$ cat config.mk
export PLATFORM = sky130hd
export DESIGN_NAME = sb_issue_ctrl
export DESIGN_NICKNAME = d
export VERILOG_FILES = /design/src/rtl/sb_pkg.sv /design/src/rtl/sb_lat_lookup.sv /design/src/rtl/sb_pend_table.sv /design/src/rtl/sb_cmp_pick.sv /design/src/rtl/sb_issue_ctrl.sv
export SDC_FILE = /design/constraint.sdc
export NUM_CORES = 1
export LEC_CHECK = 0
export BUFFER_PORTS_ARGS = -buffer_cell sky130_fd_sc_hd__buf_2
export CAP_MARGIN = 15
export CORE_MARGIN = 2
export CORE_UTILIZATION = 50
export DETAILED_ROUTE_END_ITERATION = 8
export GPL_TIMING_DRIVEN = 0
export PLACE_DENSITY = 0.79
export SETUP_SLACK_MARGIN = 0.15
export SKIP_CTS_REPAIR_TIMING = 1
export SLEW_MARGIN = 20
export SYNTH_ARGS = -nofsm -noshare
export SYNTH_HDL_FRONTEND = slang
export SYNTH_SLANG_ARGS = --single-unit
$ cat constraint.sdc
create_clock -name clk -period 37.5 [get_ports clk]
set_input_delay 3.75 -clock clk [delete_from_list [all_inputs] [get_ports clk]]
set_output_delay 3.75 -clock clk [all_outputs]
set_load 0.01 [all_outputs]
$ cat src/rtl/sb_pkg.sv
package sb_pkg;
   localparam int OCC_W   = 2;
   localparam int LAT_MAX = 57;

   typedef logic [3:0] op_class_t;

   localparam op_class_t OPC_BRANCH = 4'd0;
   localparam op_class_t OPC_POPC   = 4'd1;
   localparam op_class_t OPC_IMUL   = 4'd2;
   localparam op_class_t OPC_IDIV   = 4'd3;
   localparam op_class_t OPC_FARITH = 4'd4;
   localparam op_class_t OPC_FMA    = 4'd5;
   localparam op_class_t OPC_FDIV   = 4'd6;
   localparam op_class_t OPC_FSQRT  = 4'd7;
   localparam op_class_t OPC_MEM    = 4'd8;

   localparam int DLY_SPM  = 2;
   localparam int DLY_GLB  = 20;
   localparam int DLY_DRAM = 36;
endpackage

$ cat src/rtl/sb_lat_lookup.sv
module sb_lat_lookup
   import sb_pkg::*;
#(
   parameter int ADDR_W = 32,
   parameter int CNT_W  = 6,
   parameter logic [ADDR_W-1:0] SPM_BASE  = 32'h4000_0000,
   parameter logic [ADDR_W-1:0] DRAM_BASE = 32'h8000_0000
) (
   input  op_class_t         cls,
   input  logic [ADDR_W-1:0] addr,
   output logic [OCC_W-1:0]  occ,
   output logic [CNT_W-1:0]  dly
);
   logic [CNT_W-1:0] mem_dly;

   always_comb begin
      if (addr >= DRAM_BASE)     mem_dly = CNT_W'(DLY_DRAM);
      else if (addr >= SPM_BASE) mem_dly = CNT_W'(DLY_SPM);
      else                       mem_dly = CNT_W'(DLY_GLB);
   end

   always_comb begin
      occ = OCC_W'(1);
      unique case (cls)
         OPC_BRANCH: begin occ = OCC_W'(2); dly = '0; end
         OPC_POPC:   dly = CNT_W'(1);
         OPC_IMUL:   dly = CNT_W'(5);
         OPC_IDIV:   dly = CNT_W'(33);
         OPC_FARITH: dly = CNT_W'(5);
         OPC_FMA:    dly = CNT_W'(10);
         OPC_FDIV:   dly = CNT_W'(33);
         OPC_FSQRT:  dly = CNT_W'(56);
         OPC_MEM:    dly = mem_dly;
         default:    dly = '0;
      endcase
   end
endmodule

$ cat src/rtl/sb_pend_table.sv
module sb_pend_table #(
   parameter int NREG  = 16,
   parameter int TAG_W = 8,
   parameter int CNT_W = 6,
   parameter int REG_W = $clog2(NREG)
) (
   input  logic                        clk,
   input  logic                        rst,
   input  logic                        set_en,
   input  logic [REG_W-1:0]            set_idx,
   input  logic [CNT_W-1:0]            set_cnt,
   input  logic [TAG_W-1:0]            set_tag,
   input  logic                        clr_en,
   input  logic [REG_W-1:0]            clr_idx,
   output logic [NREG-1:0]             busy,
   output logic [NREG-1:0]             done,
   output logic [NREG-1:0][TAG_W-1:0]  tags
);
   for (genvar r = 0; r < NREG; r++) begin : g_ent
      logic             pend_q;
      logic [CNT_W-1:0] cnt_q;
      logic [TAG_W-1:0] tag_q;

      always_ff @(posedge clk) begin
         if (rst) begin
            pend_q <= 1'b0;
            cnt_q  <= '0;
            tag_q  <= '0;
         end else if (set_en && set_idx == REG_W'(r)) begin
            pend_q <= 1'b1;
            cnt_q  <= set_cnt;
            tag_q  <= set_tag;
         end else begin
            if (clr_en && clr_idx == REG_W'(r)) pend_q <= 1'b0;
            if (pend_q && cnt_q != '0)          cnt_q  <= cnt_q - CNT_W'(1);
         end
      end

      assign busy[r] = pend_q;
      assign done[r] = pend_q && cnt_q == '0;
      assign tags[r] = tag_q;
   end
endmodule

$ cat src/rtl/sb_cmp_pick.sv
module sb_cmp_pick #(
   parameter int NREG  = 16,
   parameter int TAG_W = 8,
   parameter int REG_W = $clog2(NREG)
) (
   input  logic [NREG-1:0]             done,
   input  logic [NREG-1:0][TAG_W-1:0]  tags,
   output logic                        found,
   output logic [REG_W-1:0]            idx,
   output logic [TAG_W-1:0]            tag
);
   always_comb begin
      found = 1'b0;
      idx   = '0;
      tag   = '0;
      for (int r = 0; r < NREG; r++) begin
         if (done[r] && (!found || tags[r] < tag)) begin
            found = 1'b1;
            idx   = REG_W'(r);
            tag   = tags[r];
         end
      end
   end
endmodule

$ cat src/rtl/sb_issue_ctrl.sv
module sb_issue_ctrl
   import sb_pkg::*;
#(
   parameter int NREG   = 16,
   parameter int TAG_W  = 8,
   parameter int ADDR_W = 32,
   parameter int CNT_W  = 6,
   parameter logic [ADDR_W-1:0] SPM_BASE  = 32'h4000_0000,
   parameter logic [ADDR_W-1:0] DRAM_BASE = 32'h8000_0000,
   parameter int REG_W  = $clog2(NREG)
) (
   input  logic              clk,
   input  logic              rst,
   input  logic              in_valid,
   output logic              in_ready,
   input  logic [3:0]        in_class,
   input  logic [1:0]        in_nsrc,
   input  logic [REG_W-1:0]  in_src0,
   input  logic [REG_W-1:0]  in_src1,
   input  logic [REG_W-1:0]  in_src2,
   input  logic [REG_W-1:0]  in_dst,
   input  logic              in_dst_en,
   input  logic [ADDR_W-1:0] in_addr,
   output logic              iss_valid,
   output logic [TAG_W-1:0]  iss_tag,
   output logic [REG_W-1:0]  iss_dst,
   output logic              cmp_valid,
   output logic [REG_W-1:0]  cmp_dst,
   output logic [TAG_W-1:0]  cmp_tag
);
   localparam int NSRC = 3;

   if (NREG < 2 || (1 << REG_W) != NREG) begin : g_bad_nreg
      $error("NREG must be a power of two of at least 2");
   end
   if ((1 << CNT_W) <= LAT_MAX) begin : g_bad_cnt
      $error("CNT_W too narrow for the longest latency");
   end
   if ((1 << TAG_W) <= LAT_MAX) begin : g_bad_tag
      $error("TAG_W too narrow to keep tags in flight unique");
   end
   if (DRAM_BASE <= SPM_BASE) begin : g_bad_map
      $error("DRAM_BASE must lie above SPM_BASE");
   end

   // front slot
   logic                       h_v;
   logic [1:0]                 h_nsrc;
   logic [NSRC-1:0][REG_W-1:0] h_src;
   logic [REG_W-1:0]           h_dst;
   logic                       h_dst_en;
   logic [OCC_W-1:0]           h_x;
   logic [CNT_W-1:0]           h_d;
   logic [1:0]                 h_rd;
   logic [OCC_W-1:0]           occ_q;
   logic [TAG_W-1:0]           tag_q;

   logic [OCC_W-1:0]           lk_x;
   logic [CNT_W-1:0]           lk_d;
   logic [NREG-1:0]            busy_vec;
   logic [NREG-1:0]            done_vec;
   logic [NREG-1:0][TAG_W-1:0] tag_vec;
   logic                       hazard;
   logic                       issue_go;
   logic                       accept;

   sb_lat_lookup #(
      .ADDR_W(ADDR_W), .CNT_W(CNT_W), .SPM_BASE(SPM_BASE), .DRAM_BASE(DRAM_BASE)
   ) u_lat (
      .cls(in_class), .addr(in_addr), .occ(lk_x), .dly(lk_d)
   );

   always_comb begin
      hazard = h_dst_en && busy_vec[h_dst];
      for (int s = 0; s < NSRC; s++) begin
         if (s < int'(h_nsrc) && busy_vec[h_src[s]]) hazard = 1'b1;
      end
   end

   assign issue_go = h_v && !hazard && h_rd == 2'd1 && occ_q == '0;
   assign in_ready = !h_v || issue_go;
   assign accept   = in_valid && in_ready;

   always_ff @(posedge clk) begin
      if (rst) begin
         h_v      <= 1'b0;
         h_nsrc   <= '0;
         h_src    <= '0;
         h_dst    <= '0;
         h_dst_en <= 1'b0;
         h_x      <= '0;
         h_d      <= '0;
         h_rd     <= '0;
      end else if (accept) begin
         h_v      <= 1'b1;
         h_nsrc   <= in_nsrc;
         h_src    <= {in_src2, in_src1, in_src0};
         h_dst    <= in_dst;
         h_dst_en <= in_dst_en;
         h_x      <= lk_x;
         h_d      <= lk_d;
         h_rd     <= (in_nsrc == 2'd3) ? 2'd2 : 2'd1;
      end else if (issue_go) begin
         h_v <= 1'b0;
      end else if (h_v && !hazard && h_rd > 2'd1) begin
         h_rd <= h_rd - 2'd1;
      end
   end

   always_ff @(posedge clk) begin
      if (rst) begin
         occ_q <= '0;
         tag_q <= '0;
      end else if (issue_go) begin
         occ_q <= h_x - OCC_W'(1);
         tag_q <= tag_q + TAG_W'(1);
      end else if (occ_q != '0) begin
         occ_q <= occ_q - OCC_W'(1);
      end
   end

   sb_pend_table #(
      .NREG(NREG), .TAG_W(TAG_W), .CNT_W(CNT_W), .REG_W(REG_W)
   ) u_tab (
      .clk(clk), .rst(rst),
      .set_en(issue_go && h_dst_en), .set_idx(h_dst),
      .set_cnt(CNT_W'(h_x) + h_d - CNT_W'(1)), .set_tag(tag_q),
      .clr_en(cmp_valid), .clr_idx(cmp_dst),
      .busy(busy_vec), .done(done_vec), .tags(tag_vec)
   );

   sb_cmp_pick #(
      .NREG(NREG), .TAG_W(TAG_W), .REG_W(REG_W)
   ) u_pick (
      .done(done_vec), .tags(tag_vec),
      .found(cmp_valid), .idx(cmp_dst), .tag(cmp_tag)
   );

   assign iss_valid = issue_go;
   assign iss_tag   = tag_q;
   assign iss_dst   = h_dst;
endmodule

# [Yosys cells after proc, flatten, opt, wreduce, memory -nomap -nowiden]
# Cells that the tools add are included.
[op_classes] reduce_logical=197 n_mux=134 eq_ne=41 order_cmp=25 add_sub_neg=22
[op_table] operator="6-bit 2-to-1 mux" n=33
[op_table] operator="8-bit 2-to-1 mux" n=16
[op_table] operator="8-bit < comparator" n=15
[op_table] operator="6-bit by 1-bit subtractor with 6-bit output, second input constant" n=17
[op_table] operator="6-bit zero test" n=16
[op_table] operator="6-bit nonzero test" n=16
[op_table] operator="1-bit logical AND" n=89
[op_table] operator="2-bit nonzero test" n=36
[op_table] operator="4-bit == test, second input constant" n=17
[op_table] operator="1-bit 2-to-1 mux" n=58
[op_table] operator="4-bit by 3-bit == test with 1-bit output, second input constant" n=12
[op_table] operator="6-bit one-hot mux with 6 select lines" n=1
[op_table] operator="32-bit by 31-bit greater-or-equal comparator with 1-bit output, second input constant" n=1
[op_table] operator="32-bit greater-or-equal comparator, second input constant" n=1
[op_table] operator="4-bit 2-to-1 mux" n=8
[op_table] operator="4-bit by 2-bit == test with 1-bit output, second input constant" n=6
[op_table] operator="4-bit by 5-bit < comparator with 1-bit output, second input constant" n=4
[op_table] operator="2-bit 2-to-1 mux" n=9
[op_table] operator="1-bit zero test" n=17
[op_table] operator="1-bit binary-select mux with 4-bit select" n=4
[op_table] operator="1-bit logical OR" n=16
[op_table] operator="4-bit by 1-bit == test with 1-bit output, second input constant" n=3
[op_table] operator="4-bit zero test" n=3
[op_table] operator="3-bit 2-to-1 mux" n=4
[op_table] operator="other kinds (13)" n=17
[word_totals] input_bits=58 elab_cells=479 output_inout_bits=27 reg_bits=280

# [Longest topological paths before layout]
# Gate-level depths: netlist of the first run.
[logic_depth] ltp_word=67 ltp_mapped=178 ltp_nobuf=162

# [By module]
# A second synthesis of the first run with hierarchy kept.
[hier_totals] hier_cells=2515 area_unflattened_um2=19398.6
[modules_own_cells] mod="sb_pend_table" seq_area_each_um2=4804.6 area_per_inst_um2=11293.3 n_inst=1 cells_per_inst=1419
[modules_own_cells] mod="sb_cmp_pick" seq_area_each_um2=0.0 area_per_inst_um2=5529.1 n_inst=1 cells_per_inst=800
[modules_own_cells] mod="sb_issue_ctrl" seq_area_each_um2=800.8 area_per_inst_um2=2459.9 n_inst=1 cells_per_inst=275
[modules_own_cells] mod="sb_lat_lookup" seq_area_each_um2=0.0 area_per_inst_um2=116.4 n_inst=1 cells_per_inst=21

# [Least setup slack after synthesis of the first run]
# Ideal clock, no wire load.
[synth_timing] path_kind="register -> output" start="register u_tab.g_ent[0].cnt_q[0]" end="output port cmp_tag[4]" path_stages_with_launch=166 required_time_ns=33.750 path_slack_ns=4.102 arrival_ns=29.648 path_cell_list="dfxtp_1 inv_1 ha_1 or4b_1 nor3b_1 clkbuf_1 nand2_1 ha_1 a21oi_1 a21oi_1 or3_4 o22ai_1 clkbuf_1 nand2_1 o21ai_0 inv_1 ha_1 a21oi_1 [130 not listed] ha_1 a21o_1 a21oi_1 nor2_1 nor2_1 nand2_1 or3_1 o21ai_2 buf_4 mux2i_1 ha_1 a2111oi_0 nand2_1 a211o_1 a21oi_4 buf_4 nor2_1 a21o_1"
[synth_between] elab_chain_len=63 word_cells_on_any_way=93
[synth_rtl] element="from (decl)" line="sb_pend_table.sv:21" rtl="logic [CNT_W-1:0] cnt_q;"
[synth_rtl] element="from (signal assigned)" line="sb_pend_table.sv:31" rtl="cnt_q <= set_cnt;"
[synth_rtl] element="from (signal assigned)" line="sb_pend_table.sv:35" rtl="if (pend_q && cnt_q != '0) cnt_q <= cnt_q - CNT_W'(1);"
[synth_rtl] element="6-bit zero test *" line="sb_pend_table.sv:40" rtl="assign done[r] = pend_q && cnt_q == '0;"
[synth_rtl] element="1-bit logical AND *" line="sb_pend_table.sv:40"
[synth_rtl] element="8-bit 2-to-1 mux / 1-bit 2-to-1 mux (equally long branches)" line="sb_cmp_pick.sv:17" rtl="if (done[r] && (!found || tags[r] < tag)) begin"
[synth_rtl] element="8-bit < comparator / 1-bit zero test (equally long branches)" line="sb_cmp_pick.sv:17"
[synth_rtl] element="1-bit logical OR" line="sb_cmp_pick.sv:17"
[synth_rtl] element="1-bit logical AND" line="sb_cmp_pick.sv:17"
[synth_rtl] element="8-bit 2-to-1 mux / 1-bit 2-to-1 mux (equally long branches)" line="sb_cmp_pick.sv:17"
[synth_rtl] element="8-bit < comparator / 1-bit zero test (equally long branches)" line="sb_cmp_pick.sv:17"
[synth_rtl] element="[47 not listed]"
[synth_rtl] element="8-bit < comparator / 1-bit zero test (equally long branches)" line="sb_cmp_pick.sv:17"
[synth_rtl] element="1-bit logical OR" line="sb_cmp_pick.sv:17"
[synth_rtl] element="1-bit logical AND" line="sb_cmp_pick.sv:17"
[synth_rtl] element="8-bit 2-to-1 mux / 1-bit 2-to-1 mux (equally long branches)" line="sb_cmp_pick.sv:17"
[synth_rtl] element="8-bit < comparator / 1-bit zero test (equally long branches)" line="sb_cmp_pick.sv:17"
[synth_rtl] element="1-bit logical OR" line="sb_cmp_pick.sv:17"
[synth_rtl] element="1-bit logical AND" line="sb_cmp_pick.sv:17"
[synth_rtl] element="8-bit 2-to-1 mux *" line="sb_cmp_pick.sv:17"
[synth_rtl] element="to (decl)" line="sb_issue_ctrl.sv:29" rtl="output logic [TAG_W-1:0] cmp_tag"
# Mark *: on every way between the ends. The rest lies on a longest branch, timed or not.

# [Worst setup path in the final report of the first run]
[layout_timing] start="register u_tab.g_ent[0].cnt_q[0]" end="output port cmp_tag[7]"
# The elaborated chain is that of the path after synthesis.

==> results of run 1 <==
metrics by stage:
step                      area (um^2)  utilization  power [mW]  worst slack (ns)
final                           20500        0.578       0.662              1.49
after global routing            20500        0.578       0.674            -0.184
after CTS                       19800        0.560       0.658             -3.46
after detailed placement        18800        0.531       0.347             -2.54
after global placement          18800        0.530       0.346             -1.77
after floorplan                 17900            -       0.329              4.10
registers in the layout (all words and copies together), names as in the netlist:
register            flops
h_x                     2
u_tab.g_ent.tag_q     128
h_dst_en                1
h_v                     1
u_tab.g_ent.cnt_q      96
iss_tag                 8
h_src                  12
iss_dst                 4
occ_q                   2
h_d                     6
u_tab.g_ent.pend_q     16
h_nsrc                  2
h_rd                    2
worst max-delay path by stage:
stage,slack [ns],start,end
6_report,1.49,u_tab.g_ent[0].cnt_q[0],cmp_tag[7]
5_1_grt,-0.18,u_tab.g_ent[0].cnt_q[0],cmp_tag[7]
4_1_cts,-3.46,u_tab.g_ent[0].cnt_q[0],cmp_tag[7]
3_5_place_dp,-2.54,u_tab.g_ent[0].cnt_q[0],cmp_tag[7]
3_3_place_gp,-1.77,u_tab.g_ent[0].cnt_q[0],cmp_tag[4]
2_1_floorplan,4.10,u_tab.g_ent[0].cnt_q[0],cmp_tag[4]
report_power, final:
part,internal [mW],switching [mW]
Combinational,0.00937,0.0321
Sequential,0.299,0.00214
Clock,0.190,0.129
Total,0.499,0.163
cell usage after synthesis, types with 4 or more instances:
cell / count
sky130_fd_sc_hd__a211o_1: 7
sky130_fd_sc_hd__a211oi_1: 44
sky130_fd_sc_hd__a21o_1: 25
sky130_fd_sc_hd__a21oi_1: 291
sky130_fd_sc_hd__a221oi_1: 7
sky130_fd_sc_hd__a22oi_1: 7
sky130_fd_sc_hd__a311oi_1: 10
sky130_fd_sc_hd__a31oi_1: 31
sky130_fd_sc_hd__a41oi_1: 6
sky130_fd_sc_hd__and2_1: 8
sky130_fd_sc_hd__and3_1: 12
sky130_fd_sc_hd__and4_1: 8
sky130_fd_sc_hd__buf_1: 4
sky130_fd_sc_hd__clkbuf_1: 127
sky130_fd_sc_hd__dfxtp_1: 280
sky130_fd_sc_hd__ha_1: 115
sky130_fd_sc_hd__inv_1: 124
sky130_fd_sc_hd__maj3_1: 6
sky130_fd_sc_hd__mux2_2: 12
sky130_fd_sc_hd__mux2i_1: 38
sky130_fd_sc_hd__mux4_2: 20
sky130_fd_sc_hd__nand2_1: 450
sky130_fd_sc_hd__nand2b_1: 34
sky130_fd_sc_hd__nand3_1: 57
sky130_fd_sc_hd__nand3b_1: 4
sky130_fd_sc_hd__nand4_1: 19
sky130_fd_sc_hd__nor2_1: 230
sky130_fd_sc_hd__nor2b_1: 17
sky130_fd_sc_hd__nor3_1: 43
sky130_fd_sc_hd__nor3b_1: 7
sky130_fd_sc_hd__nor4_1: 23
sky130_fd_sc_hd__o211ai_1: 19
sky130_fd_sc_hd__o21a_1: 15
sky130_fd_sc_hd__o21ai_0: 96
sky130_fd_sc_hd__o21ai_1: 4
sky130_fd_sc_hd__o22ai_1: 38
sky130_fd_sc_hd__o311ai_0: 7
sky130_fd_sc_hd__o31ai_1: 12
sky130_fd_sc_hd__or2_2: 10
sky130_fd_sc_hd__or3_1: 15
sky130_fd_sc_hd__or4_1: 10
sky130_fd_sc_hd__xnor2_1: 21
sky130_fd_sc_hd__xor2_1: 20
layout make-up:
cell class | instances | area share
multi-input cells | 1870 | 0.572
inverters | 124 | 0.0228
clock inverters | 14 | 0.00881
plain buffers | 134 | 0.0286
repair buffers | 80 | 0.0229
well taps | 461 | 0.0282
flip-flops and latches | 280 | 0.274
clock buffers | 41 | 0.0427
worst min-delay path, cell delays in order, from the launching register on:
cell	delay [ns]
sky130_fd_sc_hd__dfxtp_1	0.31
sky130_fd_sc_hd__nand2_1	0.05
sky130_fd_sc_hd__a21oi_1	0.05
per-layer routing:
metal  routed length, um  global-route usage  part of all wire  up-vias
met5                   0                   0                 0        -
met4                3250               0.154             0.055        0
met3                6270              0.0582              0.11      221
met2               27000               0.491              0.46     1030
met1               22600               0.371              0.38     8871
li1                    -                   -                 -     8759
cell families after synthesis:
family          count (synthesis)
flops                         280
buf+inv                       259
simple gates                  966
fa+ha+maj                     123
mux                            70
xor+xnor                       41
compound gates                670
==> impl_summary.md, run 1 <==
Setup path
For this design, the slowest cell found on the critical path is sky130_fd_sc_hd__a2111oi_0. For this run, the slowest stage of the critical path takes 0.57 ns. The number of buffers and inverters on the critical path is 30. The critical path launch point type is a flop. The number of cell instances on the worst register-to-register path is 159. The signal arrival time at the worst endpoint is 32.26 ns. The startpoint identified for the worst register-to-register timing path is u_tab.g_ent[0].cnt_q[0]. Of all nets on the critical path, the largest fanout is 10. In this design, the largest share of critical-path delay is due to compound AO/OA/AOI/OAI gates.

The endpoint identified for the worst register-to-register timing path is u_tab.g_ent[1].pend_q. The endpoint type of the worst setup path is an output port. The setup slack on the worst flop-to-flop path is 5.63 ns.

The critical path start-end classification is reg2out. The critical path runs through a total of 158 cells. STA puts the critical path data required time at 33.75 ns.

The most common cell type on the critical path is sky130_fd_sc_hd__ha_1.

Layout
Of the cells placed in the final design, the portion with a size suffix greater than 1 is 0.107. The number of diodes added for antenna fixing is 0. The library cells used most frequently in the layout, excluding fill and tap cells, are 448 x sky130_fd_sc_hd__nand2_1, 285 x sky130_fd_sc_hd__a21oi_1, 280 x sky130_fd_sc_hd__dfxtp_1. The library cell used most frequently in the layout, excluding fill and tap cells, is sky130_fd_sc_hd__nand2_1. The net total in the final layout is 2694.

From synthesis to final layout, the design area changed by 14.2%. The footprint of the multi-input gates is 11700 um^2. Excluding fillers, the count of instances in the completed layout stands at 3004. The area taken by flip-flops and latches is 5610 um^2. The filler cells instantiated in the layout total 3168.

Placed design
The global placer's final weighted congestion is 0.958. The count of placed standard cells including taps is 2923. The number of port buffers is 53. The HPWL after detailed placement is 42800 um.

Synthesis
The total standard cell area after synthesis is 17900 um^2. Among all flip-flop cells after synthesis, the most frequent one is sky130_fd_sc_hd__dfxtp_1. The synthesized netlist contains 89 unique library cells. The count of mapped cells out of synthesis is 2409. The post-synthesis compound-gate area fraction was 0.231. During synthesis, Yosys emitted a total of 0 warnings. The portion of the post-synthesis area used by sequential elements is 0.313. The synthesized design contains 280 register bits. The portion of synthesized area spent on multiplexers is 0.0539. Of the total synthesized cell area, the portion taken by full adders, half adders and majority gates is 0.0854.

The average cell area after synthesis is 7.44 um^2. Synthesis produced a netlist with a net count of 2583. Ranked by total cell area, the synthesized netlist is headed by sky130_fd_sc_hd__dfxtp_1 31%, sky130_fd_sc_hd__nand2_1 9.4%, sky130_fd_sc_hd__a21oi_1 8.1%, sky130_fd_sc_hd__ha_1 8.0%, sky130_fd_sc_hd__nor2_1 4.8%. In this run, synthesis inferred 0 flip-flops with an integrated enable. Of the total synthesized cell area, the portion taken by AND, OR, NAND and NOR gates is 0.241. The post-synthesis share of cell area spent on xor and xnor gates is 0.0200. Counting flops with an async set or reset pin after synthesis yields a share of 0.

The largest family of logic cells by synthesized area is simple AND/OR/NAND/NOR gates. The largest total area in the synthesized netlist belongs to sky130_fd_sc_hd__dfxtp_1. Of the post-synthesis cell area, the dominant cell type holds 0.313.

Hold path
The hold path startpoint is u_tab.g_ent[0].tag_q[1]. The capture endpoint of the worst hold path is u_tab.g_ent[0].tag_q[1]. The path class of the tightest hold or removal check is reg2reg. The depth of the worst hold-timing path is 2.

Global route
Global routing finished with a remaining overflow of 0. The maximum number of pins on one net before global-route repair is 15. The global routing usage summed across all routing layers is 0.298. The number of antenna violations at the first check in global routing was 0. The via count of the first global-routing pass was 17600.

The global-route wire length before repair is 91100 um.

Floorplan
The I/O pin count is 85. The height of the die is 193 um. In this run the core area contains 69 standard-cell rows. The floorplan step defined a core boundary enclosing 35400 um^2.

The die area is 37400 um^2. The starting density of the core is 0.506. The die outline width is 193 um.

STA
Setup violations remaining at the end of the flow were counted as 0. The worst-case headroom to the max-slew limit is 0.260. The final period utilization is 0.960. The tightest hold margin is 0.457 ns.

The final count of pins violating max slew is 0. Summed over all failing endpoints, the final setup total negative slack is 0 ns. The hold violation total from the final report was 0.

The transition time of the tightest slew-check pin is 1.11 ns. For the finished layout, the period the worst path requires is 36.01 ns. The upper clock frequency limit is 0.0278 GHz. On the final layout, the worst clock skew is 0.0137 ns.

Run status
The flow ran to the end, and the final reports show no timing, DRC or antenna violations.

Clocking
TritonCTS built the clock tree. The clock net in this run drives a total of 280 sinks. The clock insertion delay at the later pin of the skew report is 0.58 ns.

The tree is rooted in a sky130_fd_sc_hd__clkbuf_16. The H-tree depth reported by CTS is 1. Clock-pin slew was measured on the worst setup and hold paths at 0.06 ns.

The deepest clock path buffer count is 3. The clock buffer count from CTS is 30.

Job
The count of maximum capacitance violations is 0.

Route
The total number of vias is 18900. The total wire length is 59200 um. In the routed design, unresolved DRC markers number 0. The detail route stage leaves a number of antenna-violating nets equal to 0.

The iteration count of the initial detailed-routing pass is 6. After detailed routing, the average wire length per cell comes to 19.7 um. The via density per instance is 6.29. The number of DRC markers in iteration 0 is 1886.

Power and ir drop
The worst-case IR drop observed on VDD is 0.0420 mV. The leakage power figure is 7.71 nW. The power per standard cell area is 32.4 nW/um^2.
Power figures use the tool's default switching activity.
==> inputs of run 2 (changes only) <==
==> constraint.sdc (replaced) <==
create_clock -name clk -period 34.1 [get_ports clk]
set_input_delay 3.41 -clock clk [delete_from_list [all_inputs] [get_ports clk]]
set_output_delay 3.41 -clock clk [all_outputs]
set_load 0.01 [all_outputs]
==> run 2 against run 1 <==
Effect of this change:
- clock power up 10%
- routed wire length increased by 5.9%
- design area increased by 6.3%
- sequential power grew 9.9%
- combinational power is 11% higher
- non-clock buffer count up 68
- setup slack worse by 1.2 ns
- core utilization rose by 3.7 points
- die area is the same
- largest power group unchanged
==> impl_summary.md, run 2 (same netlist as run 1, synthesis figures left out) <==
Run status
The flow ran to the end, and the final reports show no timing, DRC or antenna violations.

STA
The final count of pins violating max slew is 0 (unchanged). The final worst-path setup slack is 0.304 ns (-1.18 ns). The total negative slack for setup checks came to 0 ns (unchanged). Based on the critical path, the design can be clocked at up to 0.0296 GHz. The final-report setup violation count is 0 (unchanged).

The worst-case headroom to the max-slew limit was 0.261 (+0.000911). The transition time of the tightest slew-check pin came to 1.11 ns (-0.00137 ns). The final critical delay including setup and external delays is 33.80 ns.

In the finished design, the share of the clock period the worst path needs comes to 0.991. The tightest hold margin was 0.462 ns (+0.00457 ns). The hold violation total from the final report is 0 (unchanged). The clock tree skew after final layout is 0.0121 ns (-0.00155 ns).

Setup path
The critical path is of the reg2out type. The delay of the slowest critical-path stage is 0.51 ns (-0.06 ns). The signal arrival time at the worst endpoint is 30.39 ns (-1.87 ns).

The endpoint type of the worst setup path is an output port. The total buffers and inverters traversed by the critical path is 30 (unchanged). The family with the most delay on the worst path is compound AO/OA/AOI/OAI gates.

The critical path launch point type is a flop. The slowest cell on the critical path is sky130_fd_sc_hd__or4b_4. The peak fanout along the critical path came to 10 (unchanged).

The worst endpoint required time was 30.69 ns (-3.06 ns).

Layout
The growth of design area from synthesis to finish is 21.4%. The number of diodes added for antenna fixing came to 0 (unchanged). The number of flip-flops in the largest register was 128 (unchanged). The commonest non-fill, non-tap cell in the layout is sky130_fd_sc_hd__nand2_1. The utilization of the core after routing came to 0.614 (+0.0366). The area taken by flip-flops and latches was 5610 um^2 (about the same). The net total in the final layout is 2762 (+2.5%). The fill cell instance count of the final layout is 2943 (-7.1%). The library cells used most frequently in the layout, excluding fill and tap cells, are 443 x sky130_fd_sc_hd__nand2_1, 279 x sky130_fd_sc_hd__dfxtp_1, 265 x sky130_fd_sc_hd__a21oi_1. The footprint of the multi-input gates is 12400 um^2 (+5.7%). The share of cells above drive strength 1 is 0.168 (+0.0612). The register name with the most flops is u_tab.g_ent.tag_q. The largest registers in the layout are u_tab.g_ent.tag_q x128, u_tab.g_ent.cnt_q x96, u_tab.g_ent.pend_q x16.

Route
The number of design rule violations left after detail routing is 0 (unchanged). The number of DRC markers in iteration 0 is 2068 (+9.7%). The iteration count of the initial detailed-routing pass was 6 (unchanged). The routed wire length per instance is 20.4 um (+3.5%).

The via density per instance is 6.32 (+0.60%). The total wire length was 62700 um (+5.9%). The total number of vias is 19400 (+2.9%). The post-route antenna net violation count is 0 (unchanged).

Global route
The global routing met1 resource utilization is 0.371 (unchanged). The overall overflow remaining after global route is 0 (unchanged). The routing usage on met2 was 0.491 (unchanged). After global routing, the most crowded layer is met2. The met3 global-route usage came to 0.0582 (unchanged). The global routing usage summed across all routing layers came to 0.298 (unchanged). The maximum number of pins on one net before global-route repair is 15 (unchanged). The number of antenna violations at the first check in global routing is 0 (unchanged).

The global-route wire length before repair was 91100 um (unchanged). The via count of the first global-routing pass is 17600 (unchanged).

Clocking
The deepest clock path buffer count came to 3 (unchanged). The CTS tree is done. The clock slew at the register clock pins of the worst setup and hold paths was 0.06 ns (about the same).

The clock buffer count from CTS came to 30 (unchanged). The root buffer cell chosen for the clock tree is sky130_fd_sc_hd__clkbuf_16. The clock insertion delay at the later pin of the skew report is 0.58 ns (about the same). The CTS sink count is 280 (unchanged). The H-tree depth reported by CTS is 1 (unchanged).

Placed design
The worst slack at placement is -5.60 ns (-3.06 ns). The global placer's final weighted congestion is 0.958 (unchanged). The number of port buffers is 53 (unchanged). The detailed placer's ending HPWL was 42800 um (unchanged).

Floorplan
The die outline width was 193 um (unchanged). The I/O pin count came to 85 (unchanged). The die area is 37400 um^2 (unchanged). The row count is 69 (unchanged). The starting density of the core is 0.506 (unchanged). The height of the die is 193 um (unchanged). The area of the core is 35400 um^2 (unchanged).

Hold path
The type of the most critical hold path is reg2reg.

Power and ir drop
The leakage power figure is 8.18 nW (+6.2%). The worst IR drop on VDD is 0.0436 mV (+3.7%). The total power consumption of the routed design was 0.729 mW (+10%). The power per standard cell area is 33.5 nW/um^2 (+3.6%).

Job
The count of maximum capacitance violations is 0 (unchanged).
## run 2: changes by cell type in the layout (fill, tap and decap cells not counted), moves of 5 or more
| cell | before | now |
|---|---|---|
| sky130_fd_sc_hd__nand2_1 | 448 | 443 |
| sky130_fd_sc_hd__a21oi_2 | 6 | 25 |
| sky130_fd_sc_hd__o21ai_0 | 87 | 63 |
| sky130_fd_sc_hd__clkbuf_4 | 5 | 0 |
| sky130_fd_sc_hd__ha_4 | 0 | 20 |
| sky130_fd_sc_hd__o21ai_2 | 4 | 12 |
| sky130_fd_sc_hd__buf_6 | 4 | 11 |
| sky130_fd_sc_hd__and4_4 | 0 | 5 |
| sky130_fd_sc_hd__mux2i_1 | 29 | 21 |
| sky130_fd_sc_hd__buf_4 | 31 | 90 |
| sky130_fd_sc_hd__a21oi_1 | 285 | 265 |
| sky130_fd_sc_hd__o21ai_1 | 8 | 20 |
| sky130_fd_sc_hd__ha_1 | 115 | 92 |
| sky130_fd_sc_hd__and4_1 | 8 | 3 |
## run 2: worst min-delay path, delay by kind of cell (launching register included)
| kind | cells | cell delay [ns] |
|---|---|---|
| AOI/OAI and AO/OA | 1 | 0.05 |
| DFF | 1 | 0.31 |
| and+or+nand+nor | 1 | 0.05 |
## run 2: cell type report
| cell class | count | area share |
|---|---|---|
| flip-flops and latches | 280 | 0.258 |
| repair buffers | 148 | 0.0468 |
| plain buffers | 134 | 0.0305 |
| clock inverters | 14 | 0.00828 |
| multi-input cells | 1870 | 0.569 |
| well taps | 461 | 0.0265 |
| inverters | 124 | 0.0214 |
| clock buffers | 41 | 0.0402 |
## run 2: metrics by stage
step / cell area, um^2 / std cells
after floorplan: 17900 / 2409
after global placement: 18800 / 2923
after detailed placement: 18800 / 2923
after CTS: 19800 / 2978
after global routing: 21700 / 3072
final: 21700 / 3072
## run 2: where the power goes
group	switching, mW	total (mW)	internal, mW
sequential	0.00237	0.332	0.329
combinational	0.0353	0.0459	0.0106
clock	0.143	0.352	0.209
total	0.181	0.729	0.549
## run 2: path summary, 6_finish.rpt
check	start	endpoint	slack [ns]	depth (start not counted)
worst max-delay path	u_tab.g_ent[0].cnt_q[0]	cmp_dst[3]	0.30	169
worst min-delay path	u_tab.g_ent[0].tag_q[1]	u_tab.g_ent[0].tag_q[1]	0.46	2
worst max register to register	u_tab.g_ent[0].cnt_q[0]	u_tab.g_ent[11].pend_q	4.05	171
worst min register to register	u_tab.g_ent[0].tag_q[1]	u_tab.g_ent[0].tag_q[1]	0.46	2
## run 2: routing by layer
| metal | wire (um) | share of wire | vias to the layer above |
|---|---|---|---|
| met3 | 6380 | 0.10 | 293 |
| met4 | 3810 | 0.061 | 0 |
| li1 | - | - | 8902 |
| met1 | 23600 | 0.38 | 9112 |
| met5 | 0 | 0 | - |
| met2 | 28900 | 0.46 | 1118 |
